`src/rtl/sba_pkg.sv`:
```
package sba_pkg;
   // arbitration source selected by the strap pin
   typedef enum logic {
      ARB_INTERNAL = 1'b0,
      ARB_EXTERNAL = 1'b1
   } arb_src_e;

   function automatic arb_src_e arb_src(input logic strap);
      return strap ? ARB_EXTERNAL : ARB_INTERNAL;
   endfunction
endpackage

```
`src/rtl/sba_rr_pick.sv`:
```
module sba_rr_pick #(
   parameter int W  = 11,
   localparam int IW = (W > 1) ? $clog2(W) : 1
) (
   input  logic [W-1:0]  req,
   input  logic [IW-1:0] last,
   output logic          any,
   output logic [IW-1:0] sel
);
   generate
      if (W < 2) begin : g_bad_width
         $error("sba_rr_pick needs at least two slots");
      end
   endgenerate

   // search from the slot after 'last'; descending loop lets the nearest win
   always_comb begin
      any = 1'b0;
      sel = '0;
      for (int off = W; off >= 1; off--) begin
         int idx;
         idx = (int'(last) + off) % W;
         if (req[idx]) begin
            any = 1'b1;
            sel = IW'(idx);
         end
      end
   end
endmodule

```
`src/rtl/sba_park_timer.sv`:
```
module sba_park_timer #(
   parameter int LIMIT = 16,
   localparam int CW   = (LIMIT > 2) ? $clog2(LIMIT) : 1
) (
   input  logic clk,
   input  logic rst_n,
   input  logic clr,
   input  logic en,
   output logic expire
);
   logic [CW-1:0] cnt_q;

   generate
      if (LIMIT < 2) begin : g_bad_limit
         $error("sba_park_timer LIMIT must be at least 2");
      end
   endgenerate

   assign expire = en && (cnt_q == CW'(LIMIT - 1));

   always_ff @(posedge clk or negedge rst_n) begin
      if (!rst_n)   cnt_q <= '0;
      else if (clr) cnt_q <= '0;
      else if (en)  cnt_q <= cnt_q + 1'b1;
   end

   // once the window is used up the owner clears the timer
   a_r6_window_closes: assert property (@(posedge clk) disable iff (!rst_n)
      (en && cnt_q == CW'(LIMIT - 1)) |=> (cnt_q == '0));
endmodule

```
`src/rtl/sba_pin_mux.sv`:
```
module sba_pin_mux
   import sba_pkg::*;
#(
   parameter int N_EXT = 9,
   localparam int N_OWN = N_EXT + 1
) (
   input  arb_src_e           src,
   input  logic [N_OWN-1:0]   gnt_vec,
   input  logic               br_req,
   input  logic               req0_n,
   output logic [N_EXT-1:0]   gnt_n,
   output logic               br_gnt
);
   genvar i;
   generate
      for (i = 0; i < N_EXT; i++) begin : g_pin
         if (i == 0) begin : g_shared
            // pin 0 carries the bridge request out in external mode
            assign gnt_n[i] = (src == ARB_EXTERNAL) ? ~br_req : ~gnt_vec[i];
         end else begin : g_plain
            assign gnt_n[i] = (src == ARB_EXTERNAL) ? 1'b1 : ~gnt_vec[i];
         end
      end
   endgenerate

   assign br_gnt = (src == ARB_EXTERNAL) ? ~req0_n : gnt_vec[N_EXT];
endmodule

```
`src/rtl/sec_bus_arbiter.sv`:
```
module sec_bus_arbiter
   import sba_pkg::*;
#(
   parameter int N_EXT      = 9,
   parameter int PARK_LIMIT = 16
) (
   input  logic             clk,
   input  logic             rst_n,
   input  logic             ext_arb_en,
   input  logic [N_EXT-1:0] req_n,
   output logic [N_EXT-1:0] gnt_n,
   input  logic             br_req,
   output logic             br_gnt,
   input  logic             frame_n,
   input  logic             irdy_n,
   input  logic [N_EXT:0]   tier_hi
);
   localparam int N_OWN   = N_EXT + 1;
   localparam int N_SLOT  = N_OWN + 1;
   localparam int LO_SLOT = N_OWN;
   localparam int OW      = $clog2(N_OWN);
   localparam int SW      = $clog2(N_SLOT);

   generate
      if (N_EXT < 1 || N_EXT > 15) begin : g_bad_count
         $error("sec_bus_arbiter supports 1 to 15 external masters");
      end
   endgenerate

   arb_src_e           src;
   logic               ext;
   logic [N_OWN-1:0]   req_all, lo_req;
   logic [N_SLOT-1:0]  slot_req;
   logic               slot_any, lo_any;
   logic [SW-1:0]      slot_sel;
   logic [OW-1:0]      lo_sel, winner;
   logic               gnt_vld_q, started_q;
   logic [OW-1:0]      owner_q, lo_last_q;
   logic [SW-1:0]      slot_last_q;
   logic [N_OWN-1:0]   gnt_vec_q;
   logic               bus_idle, others_req, drop, tmr_en, tmr_clr, expire;

   assign src      = arb_src(ext_arb_en);
   assign ext      = (src == ARB_EXTERNAL);
   assign req_all  = {br_req, ~req_n};
   assign lo_req   = req_all & ~tier_hi;
   assign slot_req = {|lo_req, req_all & tier_hi};
   assign bus_idle = frame_n & irdy_n;

   sba_rr_pick #(.W(N_SLOT)) u_slot_pick (
      .req  (slot_req),
      .last (slot_last_q),
      .any  (slot_any),
      .sel  (slot_sel)
   );

   sba_rr_pick #(.W(N_OWN)) u_low_pick (
      .req  (lo_req),
      .last (lo_last_q),
      .any  (lo_any),
      .sel  (lo_sel)
   );

   assign winner = (slot_sel == SW'(LO_SLOT)) ? lo_sel : OW'(slot_sel);

   assign others_req = |(req_all & ~gnt_vec_q);
   assign drop    = gnt_vld_q & (~req_all[owner_q] | expire | (started_q & others_req));
   assign tmr_en  = ~ext & gnt_vld_q & ~started_q & bus_idle;
   assign tmr_clr = ext | ~gnt_vld_q | drop;

   sba_park_timer #(.LIMIT(PARK_LIMIT)) u_park (
      .clk    (clk),
      .rst_n  (rst_n),
      .clr    (tmr_clr),
      .en     (tmr_en),
      .expire (expire)
   );

   always_ff @(posedge clk or negedge rst_n) begin
      if (!rst_n) begin
         gnt_vld_q   <= 1'b0;
         started_q   <= 1'b0;
         owner_q     <= '0;
         gnt_vec_q   <= '0;
         slot_last_q <= SW'(LO_SLOT);
         lo_last_q   <= OW'(N_OWN - 1);
      end else if (ext) begin
         gnt_vld_q <= 1'b0;
         started_q <= 1'b0;
         gnt_vec_q <= '0;
      end else if (gnt_vld_q) begin
         if (drop) begin
            gnt_vld_q <= 1'b0;
            started_q <= 1'b0;
            gnt_vec_q <= '0;
         end else if (!frame_n) begin
            started_q <= 1'b1;
         end
      end else if (slot_any) begin
         gnt_vld_q   <= 1'b1;
         started_q   <= 1'b0;
         owner_q     <= winner;
         gnt_vec_q   <= N_OWN'(1) << winner;
         slot_last_q <= slot_sel;
         if (slot_sel == SW'(LO_SLOT)) lo_last_q <= lo_sel;
      end
   end

   sba_pin_mux #(.N_EXT(N_EXT)) u_pins (
      .src     (src),
      .gnt_vec (gnt_vec_q),
      .br_req  (br_req),
      .req0_n  (req_n[0]),
      .gnt_n   (gnt_n),
      .br_gnt  (br_gnt)
   );

   // never two owners at once
   a_r2_single_owner: assert property (@(posedge clk) disable iff (!rst_n)
      $onehot0(gnt_vec_q));
   // a grant never jumps straight to another owner
   a_r3_idle_gap: assert property (@(posedge clk) disable iff (!rst_n || ext)
      (|gnt_vec_q) |=> ((gnt_vec_q == '0) || $stable(gnt_vec_q)));
   // pending request with no owner is granted on the next edge
   a_r4_prompt_grant: assert property (@(posedge clk) disable iff (!rst_n || ext)
      (!gnt_vld_q && (|req_all)) |=> gnt_vld_q);
   // a low-slot win must come with a low-tier requester
   a_r5_low_slot_valid: assert property (@(posedge clk) disable iff (!rst_n)
      (slot_any && slot_sel == SW'(LO_SLOT)) |-> lo_any);
   // owner without request loses the grant
   a_r7_release: assert property (@(posedge clk) disable iff (!rst_n || ext)
      (gnt_vld_q && !req_all[owner_q]) |=> !gnt_vld_q);
   // external mode leaves no internal grant
   a_r9_ext_clear: assert property (@(posedge clk) disable iff (!rst_n)
      ext |=> (gnt_vec_q == '0));
endmodule

```
`config.mk`:
```
export PLATFORM = sky130hd
export DESIGN_NAME = sec_bus_arbiter
export DESIGN_NICKNAME = d
export VERILOG_FILES = /design/src/rtl/sba_pkg.sv /design/src/rtl/sba_rr_pick.sv /design/src/rtl/sba_park_timer.sv /design/src/rtl/sba_pin_mux.sv /design/src/rtl/sec_bus_arbiter.sv
export SDC_FILE = /design/constraint.sdc
export NUM_CORES = 1
export LEC_CHECK = 0
export ABC_AREA = 1
export BUFFER_PORTS_ARGS = -buffer_cell sky130_fd_sc_hd__buf_4
export CORE_AREA = 5 5 134 136
export CTS_CLUSTER_DIAMETER = 100
export DETAILED_ROUTE_END_ITERATION = 8
export DIE_AREA = 0 0 139 141
export PLACE_DENSITY_LB_ADDON = 0.2
export SYNTH_ARGS = -nofsm -noshare
export SYNTH_HDL_FRONTEND = slang
export SYNTH_SLANG_ARGS = --single-unit
```
`constraint.sdc`:
```
create_clock -name clk -period 4.25 [get_ports clk]
set_input_delay 0 -clock clk [delete_from_list [all_inputs] [get_ports clk]]
set_output_delay 0 -clock clk [all_outputs]
set_load 0.01 [all_outputs]
```
Word-level counts from Yosys, hierarchy flattened
Index checks and enable logic that the tools add are counted.
{"block": "word_totals", "ff_bits": 28, "in_bits": 25, "output_inout_bits": 10, "word_cells": 241}
{"block": "op_classes", "addsub": 22, "n_div": 21, "magnitude_cmp": 22, "n_eq_ne": 4, "shift": 1, "mux": 124, "n_bitwise": 31, "reduce_logical": 9}
{"operator": "< comparator 32 x 6 -> 1 bit (second input constant)", "count": 21}
{"operator": "modulo 32 x 5 -> 32 bit (second input constant)", "count": 21}
{"operator": "two-way mux 4 bit", "count": 24}
{"operator": "binary-select mux 1 bit (select 4 bit)", "count": 22}
{"operator": "two-way mux 1 bit", "count": 74}
{"operator": "adder 4 x 3 -> 5 bit (second input constant)", "count": 8}
{"operator": "two-way mux 10 bit", "count": 4}
{"operator": "adder 4 x 4 -> 5 bit (second input constant)", "count": 7}
{"operator": "AND 10 bit", "count": 3}
{"operator": "adder 4 x 2 -> 5 bit (second input constant)", "count": 4}
{"operator": "NOT 10 bit", "count": 2}
{"operator": "OR reduction 10 bit", "count": 2}
{"operator": "NOT 1 bit", "count": 15}
{"operator": "adder 4 x 1 -> 5 bit (second input constant)", "count": 2}
{"operator": "<< shifter 1 x 4 -> 10 bit (first input constant)", "count": 1}
{"operator": "NOT 9 bit", "count": 1}
{"operator": "== test 4 bit (second input constant)", "count": 2}
{"operator": "AND 1 bit", "count": 6}
{"operator": "< comparator 4 x 5 -> 1 bit (second input constant)", "count": 1}
{"operator": "adder 4 x 1 -> 4 bit (second input constant)", "count": 1}
{"operator": "!= test 4 x 3 -> 1 bit (second input constant)", "count": 1}
{"operator": "bitwise OR 1 bit", "count": 4}
{"operator": "AND reduction 2 bit", "count": 2}
{"operator": "AND reduction 4 bit", "count": 1}
{"operator": "other kinds (5)", "count": 5}

Longest topological paths before layout
Gate-level depths: netlist of run 1.
{"block": "depth", "word_depth": 23, "mapped_depth": 44, "ltp_nobuf": 44}

Modules after synthesis
A second synthesis of run 1 with hierarchy kept.
{"block": "hier_totals", "cells_unflattened": 1652, "area_unflattened_um2": 9238.9}
{"mod": "sba_rr_pick (u_slot_pick)", "instances": 1, "cells_each": 790, "area_each_um2": 4259.1, "seq_area_each_um2": 0.0}
{"mod": "sba_rr_pick (u_low_pick)", "instances": 1, "cells_each": 577, "area_each_um2": 3088.0, "seq_area_each_um2": 0.0}
{"mod": "sec_bus_arbiter", "instances": 1, "cells_each": 243, "area_each_um2": 1624.1, "seq_area_each_um2": 605.6}
{"mod": "sba_park_timer", "instances": 1, "cells_each": 24, "area_each_um2": 200.2, "seq_area_each_um2": 100.1}
{"mod": "sba_pin_mux", "instances": 1, "cells_each": 18, "area_each_um2": 67.6, "seq_area_each_um2": 0.0}

Worst setup path after synthesis of run 1
Ideal clock, no wire load.
{"block": "synth_path", "path_type": "register to register", "start": "reg slot_last_q[0]", "end": "reg lo_last_q[1]", "setup_ps": 119, "t_arrival_ps": 4360, "t_required_ps": 4131, "path_slack_ps": -229, "path_stages_with_launch": 33, "n_path_buf": 2, "cell_sequence": "dfrtp_1 > buf_4 > inv_1 > buf_2 > ha_1 > clkinv_1 > ha_1 > inv_1 > nand3_2 > nand2_4 > xor2_2 > ha_1 > inv_1 > nand3_1 > nand2_2 > nand2_4 > nand2_1 > nand2_2 > inv_1 > nand3_1 > nand3_1 > nand3_1 > a21oi_1 > nand3_1 > nor3_1 > nand4_1 > nor3_2 > nor2_2 > nand2_4 > inv_4 > nand2_1 > nor2_4 > o21a_1"}
{"block": "synth_between", "elab_chain_len": 18}
{"item": "start: declaration", "line_no": "sec_bus_arbiter.sv:39", "text": "logic [SW-1:0] slot_last_q;"}
{"item": "start signal: assignment", "line_no": "sec_bus_arbiter.sv:85", "text": "slot_last_q <= SW'(LO_SLOT);"}
{"item": "start signal: assignment", "line_no": "sec_bus_arbiter.sv:104", "text": "slot_last_q <= slot_sel;"}
{"item": "adder 4 x 4 -> 5 bit", "line_no": "sba_rr_pick.sv:22", "text": "idx = (int'(last) + off) % W;"}
{"item": "modulo 32 x 5 -> 32 bit", "line_no": "sba_rr_pick.sv:22"}
{"item": "binary-select mux 1 bit (select 4 bit)", "line_no": "sba_rr_pick.sv:23", "text": "if (req[idx]) begin"}
{"item": "two-way mux 1 bit (implied by the code) (2 in series)", "line_no": "sba_rr_pick.sv:23"}
{"item": "two-way mux 4 bit (11 in series)", "line_no": "sba_rr_pick.sv:23"}
{"item": "== test 4 bit", "line_no": "sec_bus_arbiter.sv:105", "text": "if (slot_sel == SW'(LO_SLOT)) lo_last_q <= lo_sel;"}
{"item": "AND reduction 4 bit (no source line) (*)"}
{"item": "end signal: assignment", "line_no": "sec_bus_arbiter.sv:86", "text": "lo_last_q <= OW'(N_OWN - 1);"}
{"item": "end signal: assignment", "line_no": "sec_bus_arbiter.sv:105"}
{"item": "end: declaration", "line_no": "sec_bus_arbiter.sv:38", "text": "logic [OW-1:0] owner_q, lo_last_q;"}
Every way passes the cells marked *; elsewhere a longest branch is shown, timed or not. The select of a mux whose other input is x is not followed.
A chain may end at the register's enable or synchronous reset.

Final worst setup path of run 1
{"block": "layout_path", "start": "reg slot_last_q[1]", "end": "reg gnt_vec_q[3]"}
{"block": "layout_between", "elab_chain_len": 22}
{"item": "adder 4 x 4 -> 5 bit", "line_no": "sba_rr_pick.sv:22"}
{"item": "modulo 32 x 5 -> 32 bit", "line_no": "sba_rr_pick.sv:22"}
{"item": "binary-select mux 1 bit (select 4 bit)", "line_no": "sba_rr_pick.sv:23"}
{"item": "two-way mux 1 bit (implied by the code) (2 in series)", "line_no": "sba_rr_pick.sv:23"}
{"item": "two-way mux 4 bit (11 in series)", "line_no": "sba_rr_pick.sv:23"}
{"item": "== test 4 bit", "line_no": "sec_bus_arbiter.sv:64", "text": "assign winner = (slot_sel == SW'(LO_SLOT)) ? lo_sel : OW'(slot_sel);"}
{"item": "two-way mux 4 bit", "line_no": "sec_bus_arbiter.sv:64"}
{"item": "<< shifter 1 x 4 -> 10 bit", "line_no": "sec_bus_arbiter.sv:103", "text": "gnt_vec_q <= N_OWN'(1) << winner;"}
{"item": "two-way mux 10 bit", "line_no": "sec_bus_arbiter.sv:99", "text": "end else if (slot_any) begin"}
{"item": "two-way mux 10 bit", "line_no": "sec_bus_arbiter.sv:91", "text": "end else if (gnt_vld_q) begin"}
{"item": "two-way mux 10 bit", "line_no": "sec_bus_arbiter.sv:87", "text": "end else if (ext) begin"}
{"item": "end signal: assignment", "line_no": "sec_bus_arbiter.sv:103"}
{"item": "end: declaration", "line_no": "sec_bus_arbiter.sv:40", "text": "logic [N_OWN-1:0] gnt_vec_q;"}
Parallel ways exist; a longest one is shown, timed or not. The select of a mux whose other input is x is not followed.

==> out/results.ini, run 1 <==
[outcome]
violations = negative setup slack
status = finished with violations

[global_routing]
grt_usage_pct = 30.54
grt_max_degree = 29
overflow = 0
grt_pass1_vias = 10410
grt_pass1_wl_um = 50540
antenna_found_initial = 1

[detailed_routing]
wire_per_inst_um = 16.39
detail-route-antenna-nets = 0
drc = 0
wl_um = 33320
first_iter_violations = 1145
dr_total_vias = 11590
viasPerCell = 5.701
first_pass_iters = 8

[place]
dpl-instance-area_um2 = 10610
placement.io_buffers = 34
place_congestion = 1.020
dp_hpwl_um = 24290

[synthesis]
syn_area_um2 = 8932
synth_top_area_share_pct = 20.30
synth_edf_count = 0
avgSynthCellArea_um2 = 5.607
synth_flop_cell = dfrtp_1
yosysSeqAreaShare_pct = 7.900
synthArstFlopShare_pct = 100.0
synthTopCellsByArea = nand2_1 20%, ha_1 11%, inv_1 8.9%
syn_nets = 1695
yosysWarnings = 0
ys_seq_elements = 28
synthDistinctLibCells = 63
syn_inst = 1593
yosysTopAreaCell = nand2_1

[cts]
cts_root_buf = clkbuf_16
clkLatencyLatePin_ns = 0.27
cts_tree = built
htreeDepth = 1
clk_path_buf_depth = 2
numCtsBuffers = 3
cts_sinks = 28
clk_pin_slew_ns = 0.08

[run]
maxCapViolations = 0

[worst_setup_path]
start_kind = flip-flop
slowest_stage = dfstp_2
path_max_fanout = 9
crit_type = reg2reg
worstPathRequired_ns = 4.46
crit_path_frequent_cell = nand2_1
cp-end-kind = flip-flop
arrival_ns = 4.91
max_stage_delay_ns = 0.59

[sta]
rsz0062_at_grt = yes
hold_viol = 0
relSlewSlack_pct = 42.94
tightest_slew_ns = 0.8470
whs_ns = 0.04952
setup_ws_ns = -0.4509
skew_ns = 0.008623
setup_violations = 24
final.min_clock_period_ns = 4.701
finalCritPeriodShare_pct = 110.6
fmax_mhz = 212.7
drv_slew = 0

[floorplan]
ios = 35
die-area_um2 = 19600
die_y_um = 141
core_um2 = 16820
start_util_pct = 53.12
rows = 48
fp.dieW_um = 139

[final_layout]
nNetsFinal = 1910
fin_area_um2 = 12080
drive_gt1_share_pct = 30.77
utilization_pct = 71.84
area_delta_synth_final_pct = 35.24

[min_path]
hold_class = in2reg

## flip-flops by register name (all words and copies together) (netlist names)
signal and cells:
owner_q 4, gnt_vec_q 10, slot_last_q 4, started_q 1
lo_last_q 4, u_park.cnt_q 4, gnt_vld_q 1
## cell usage after synthesis, types with 7 or more instances
| cell | count |
|---|---|
| o21ai_0 | 69 |
| nand3_2 | 7 |
| inv_1 | 212 |
| o211ai_1 | 23 |
| nor2_1 | 115 |
| a21oi_2 | 7 |
| or2_2 | 7 |
| o21ai_1 | 45 |
| xnor2_1 | 10 |
| o31ai_1 | 9 |
| dfrtp_1 | 24 |
| nand3_1 | 149 |
| o21ai_2 | 17 |
| nand2_1 | 483 |
| nand3b_1 | 10 |
| nand4_1 | 17 |
| xor2_1 | 33 |
| nand2_2 | 61 |
| nor3_1 | 8 |
| a21oi_1 | 63 |
| inv_2 | 31 |
| buf_2 | 7 |
| a31oi_1 | 7 |
| ha_1 | 77 |
| nand2_4 | 11 |
## layout by cell type (no fill, tap or decap), types with 8 or more instances in the layout
cell,n
nand3b_1,10
o21ai_0,57
ha_1,64
buf_4,214
nand2_2,66
nand3_2,23
inv_1,198
xnor2_1,8
buf_6,8
nor2_1,109
o21ai_2,34
o21ai_1,32
o21ai_4,10
xor2_2,9
dfrtp_1,22
a21oi_2,18
nand2_4,44
o211ai_1,23
xor2_1,27
inv_2,41
nand3_4,8
nand3_1,125
a21oi_1,52
nand4_1,17
nand2_1,442
## what timing repair did
action	CTS	global route
endpoints found under the hold margin	28	0
setup endpoints to repair	22	24
setup buffers	19	19
hold buffers	1	0
pin swaps	35	77
cloned	1	1
resized for setup	91	154
## worst paths after layout
| path | startpoint | to | slack [ns] | depth (start not counted) |
|---|---|---|---|---|
| setup / recovery | slot_last_q[1] | gnt_vec_q[3] | -0.45 | 40 |
| hold / removal | frame_n | started_q | 0.05 | 4 |
| setup reg to reg | slot_last_q[1] | gnt_vec_q[3] | -0.45 | 40 |
| hold reg to reg | owner_q[3] | owner_q[3] | 0.51 | 2 |
| max in group asynchronous | rst_n | slot_last_q[1] | 3.72 | 2 |
| min in group asynchronous | rst_n | gnt_vec_q[1] | 0.21 | 2 |
## routing by layer
metal / part of all wire, % / GRT usage, %
met5: 0 / 0
met4: 4.8 / 8.445
met3: 8.5 / 3.799
met2: 45 / 51.50
met1: 41 / 41.29
## worst max-delay path, delay by kind of cell, from the launching register on
kind | cells | cell delay (ns)
flops | 1 | 0.59
buf+inv | 7 | 0.65
xor+xnor | 2 | 0.36
fa+ha+maj | 2 | 0.38
simple gates | 29 | 2.65
## logic make-up (layout without fill, tap and decap cells)
| logic type | Yosys count | after routing | synth area share (%) |
|---|---|---|---|
| AO/OA/AOI/OAI | 273 | 273 | 19.05 |
| flip-flops | 28 | 28 | 7.900 |
| AND/OR/NAND/NOR | 892 | 893 | 44.85 |
| adder cells (fa/ha/maj) | 77 | 77 | 10.79 |
| XOR/XNOR | 49 | 49 | 5.309 |
| buffers and inverters | 274 | 487 | 12.10 |
| other | 0 | 1 | 0 |
## metrics by stage
| stage | cells | setup TNS (ns) | worst slack, ns |
|---|---|---|---|
| after global placement | 1988 | -0.3925 | -0.08379 |
| final | 2033 | -6.954 | -0.4509 |
| after floorplan | 1593 | 0 | 0.01644 |
| after CTS | 2013 | 0 | 0.0006133 |
| after detailed placement | 1988 | -3.109 | -0.2456 |
| after global routing | 2033 | -9.936 | -0.5768 |
## area by class of cell
class,count,area (um2)
Multi-Input combinational cell,1292,8128
Fill cell,1435,4736
Timing Repair Buffer,231,1872
Inverter,252,983.4
Sequential cell,28,708.2
Tap cell,225,281.5
Clock buffer,3,75.07
Clock inverter,1,30.03
Antenna cell,1,2.502
Power of run 1 is left out: the tool's default activity adds up to more than one toggle a clock period on the data nets, which glitch-free logic cannot reach.
==> run 2: changes to the inputs <==
--- a/config.mk
+++ b/config.mk
@@ -7,11 +7,12 @@
 export LEC_CHECK = 0
 export ABC_AREA = 1
 export BUFFER_PORTS_ARGS = -buffer_cell sky130_fd_sc_hd__buf_4
-export CORE_AREA = 5 5 134 136
+export CORE_AREA = 5 5 136 138
 export CTS_CLUSTER_DIAMETER = 100
 export DETAILED_ROUTE_END_ITERATION = 8
-export DIE_AREA = 0 0 139 141
+export DIE_AREA = 0 0 141 143
 export PLACE_DENSITY_LB_ADDON = 0.2
 export SYNTH_ARGS = -nofsm -noshare
 export SYNTH_HDL_FRONTEND = slang
+export SYNTH_HIERARCHICAL = 1
 export SYNTH_SLANG_ARGS = --single-unit
==> run 2 against run 1 <==
The flow still finishes with violations (negative setup slack). Synthesized cell count increased by 3.5%. Via count is 5.6% higher. Critical path depth decreased by 1. Hold slack lost 0.042 ns. Setup slack worse by 0.31 ns. Critical endpoint is now gnt_vec_q[0]. Fmax down 6.2%.
==> out/results.ini, run 2 <==
[floorplan]
fp.dieW_um = 141
start_util_pct = 54.06
rows = 48
die-area_um2 = 20160
die_y_um = 143
ios = 35
core_um2 = 17060

[sta]
rsz0062_at_grt = yes
hold_viol = 0
whs_ns = 0.007250
fmax_mhz = 199.5
setup_ws_ns = -0.7620
finalCritPeriodShare_pct = 117.9
skew_ns = 0.01646
relSlewSlack_pct = 40.82
final.min_clock_period_ns = 5.012
setup_violations = 24
drv_slew = 0
tightest_slew_ns = 0.8785

[place]
dp_hpwl_um = 25290
place_congestion = 1.035
placement.io_buffers = 34

[cts]
cts_sinks = 28
clkLatencyLatePin_ns = 0.29
clk_path_buf_depth = 2
cts_tree = built
cts_root_buf = clkbuf_16
htreeDepth = 1
clk_pin_slew_ns = 0.08
numCtsBuffers = 3

[detailed_routing]
first_iter_violations = 1007
drc = 0
dr_total_vias = 12240
first_pass_iters = 6
viasPerCell = 5.592
detail-route-antenna-nets = 0
wire_per_inst_um = 16.05
wl_um = 35130

[global_routing]
grt_pass1_wl_um = 54220
overflow = 0
grt_usage_pct = 32.20
grt_max_degree = 29
antenna_found_initial = 0
grt_pass1_vias = 11780

[synthesis]
avgSynthCellArea_um2 = 5.591
yosysWarnings = 6
syn_inst = 1649
syn_area_um2 = 9220
syn_nets = 1749

[worst_setup_path]
path_delay_family = simple AND/OR/NAND/NOR gates
path_max_fanout = 7
arrival_ns = 5.22
worstPathRequired_ns = 4.46
cp-end-kind = flip-flop
crit_type = reg2reg
start_kind = flip-flop
crit_path_frequent_cell = nand2_1
max_stage_delay_ns = 0.58
path_buf_inv = 7
slowest_stage = dfstp_2

[run]
maxCapViolations = 0

[final_layout]
fillers = 1355
largest_reg_flops = 10
layout_common_cells = 476 x nand2_1, 314 x buf_4, 195 x inv_1
nNetsFinal = 2065
layout_commonest_cell = nand2_1
drive_gt1_share_pct = 34.57
regMostFlops = gnt_vec_q
antennaDiodeCount = 0
area_delta_synth_final_pct = 41.77

[outcome]
violations = negative setup slack
status = finished with violations

[min_path]
hold_class = in2reg

## run 2: tightest hold or removal path: cells and delay by family
family,cells,cell delay [ns]
buf+inv,2,0.12
simple gates,2,0.13
## run 2: final cells by class
type / count / area, um2 / area share [%]
timing repair buffer: 335 / 2656 / 20.32
clock inverter: 1 / 30.03 / 0.2297
inverter: 257 / 1002 / 7.667
sequential: 28 / 708.2 / 5.418
clock buffer: 3 / 75.07 / 0.5743
tap: 225 / 281.5 / 2.154
multi-input combinational: 1340 / 8318 / 63.64
## run 2: worst paths after layout
check / slack [ns] / endpoint / from / cells past startpoint
min in group asynchronous: 0.20 / owner_q[1] / rst_n / 2
max: -0.76 / gnt_vec_q[0] / slot_last_q[1] / 39
min reg2reg: 0.51 / started_q / started_q / 2
min: 0.007 / started_q / frame_n / 4
max reg2reg: -0.76 / gnt_vec_q[0] / slot_last_q[1] / 39
max in group asynchronous: 3.70 / lo_last_q[0] / rst_n / 2
## run 2: what timing repair did
action	CTS	global route
cloned	3	2
setup endpoints to repair	24	24
endpoints found under the hold margin	28	0
pin swaps	74	41
resized for setup	157	67
buffers inserted	55	20
hold buffers	1	0
## run 2: layer usage
layer / part of all wire (%) / wire length, um / vias up / GRT usage (%)
met3: 6.0 / 2104 / 168 / 2.579
met2: 51 / 17780 / 564 / 60.01
met1: 38 / 13320 / 5561 / 36.35
met5: 0 / 0 / - / 0
met4: 5.5 / 1920 / 0 / 17.54
li1: - / - / 5947 / -
## run 2: per-stage QoR
stage	setup slack (ns)	TNS [ns]	cell area, um2	utilization, %	cells
floorplan	-0.2772	-2.885	9450	-	1649
global placement	-0.5729	-10.80	11520	67.53	2107
detailed placement	-0.7353	-13.11	11520	67.53	2107
CTS	-0.4287	-6.900	12630	74.07	2168
global route	-1.065	-19.90	13070	76.64	2189
finish	-0.7620	-13.23	13070	76.64	2189
Power of run 2 is left out for the same reason.
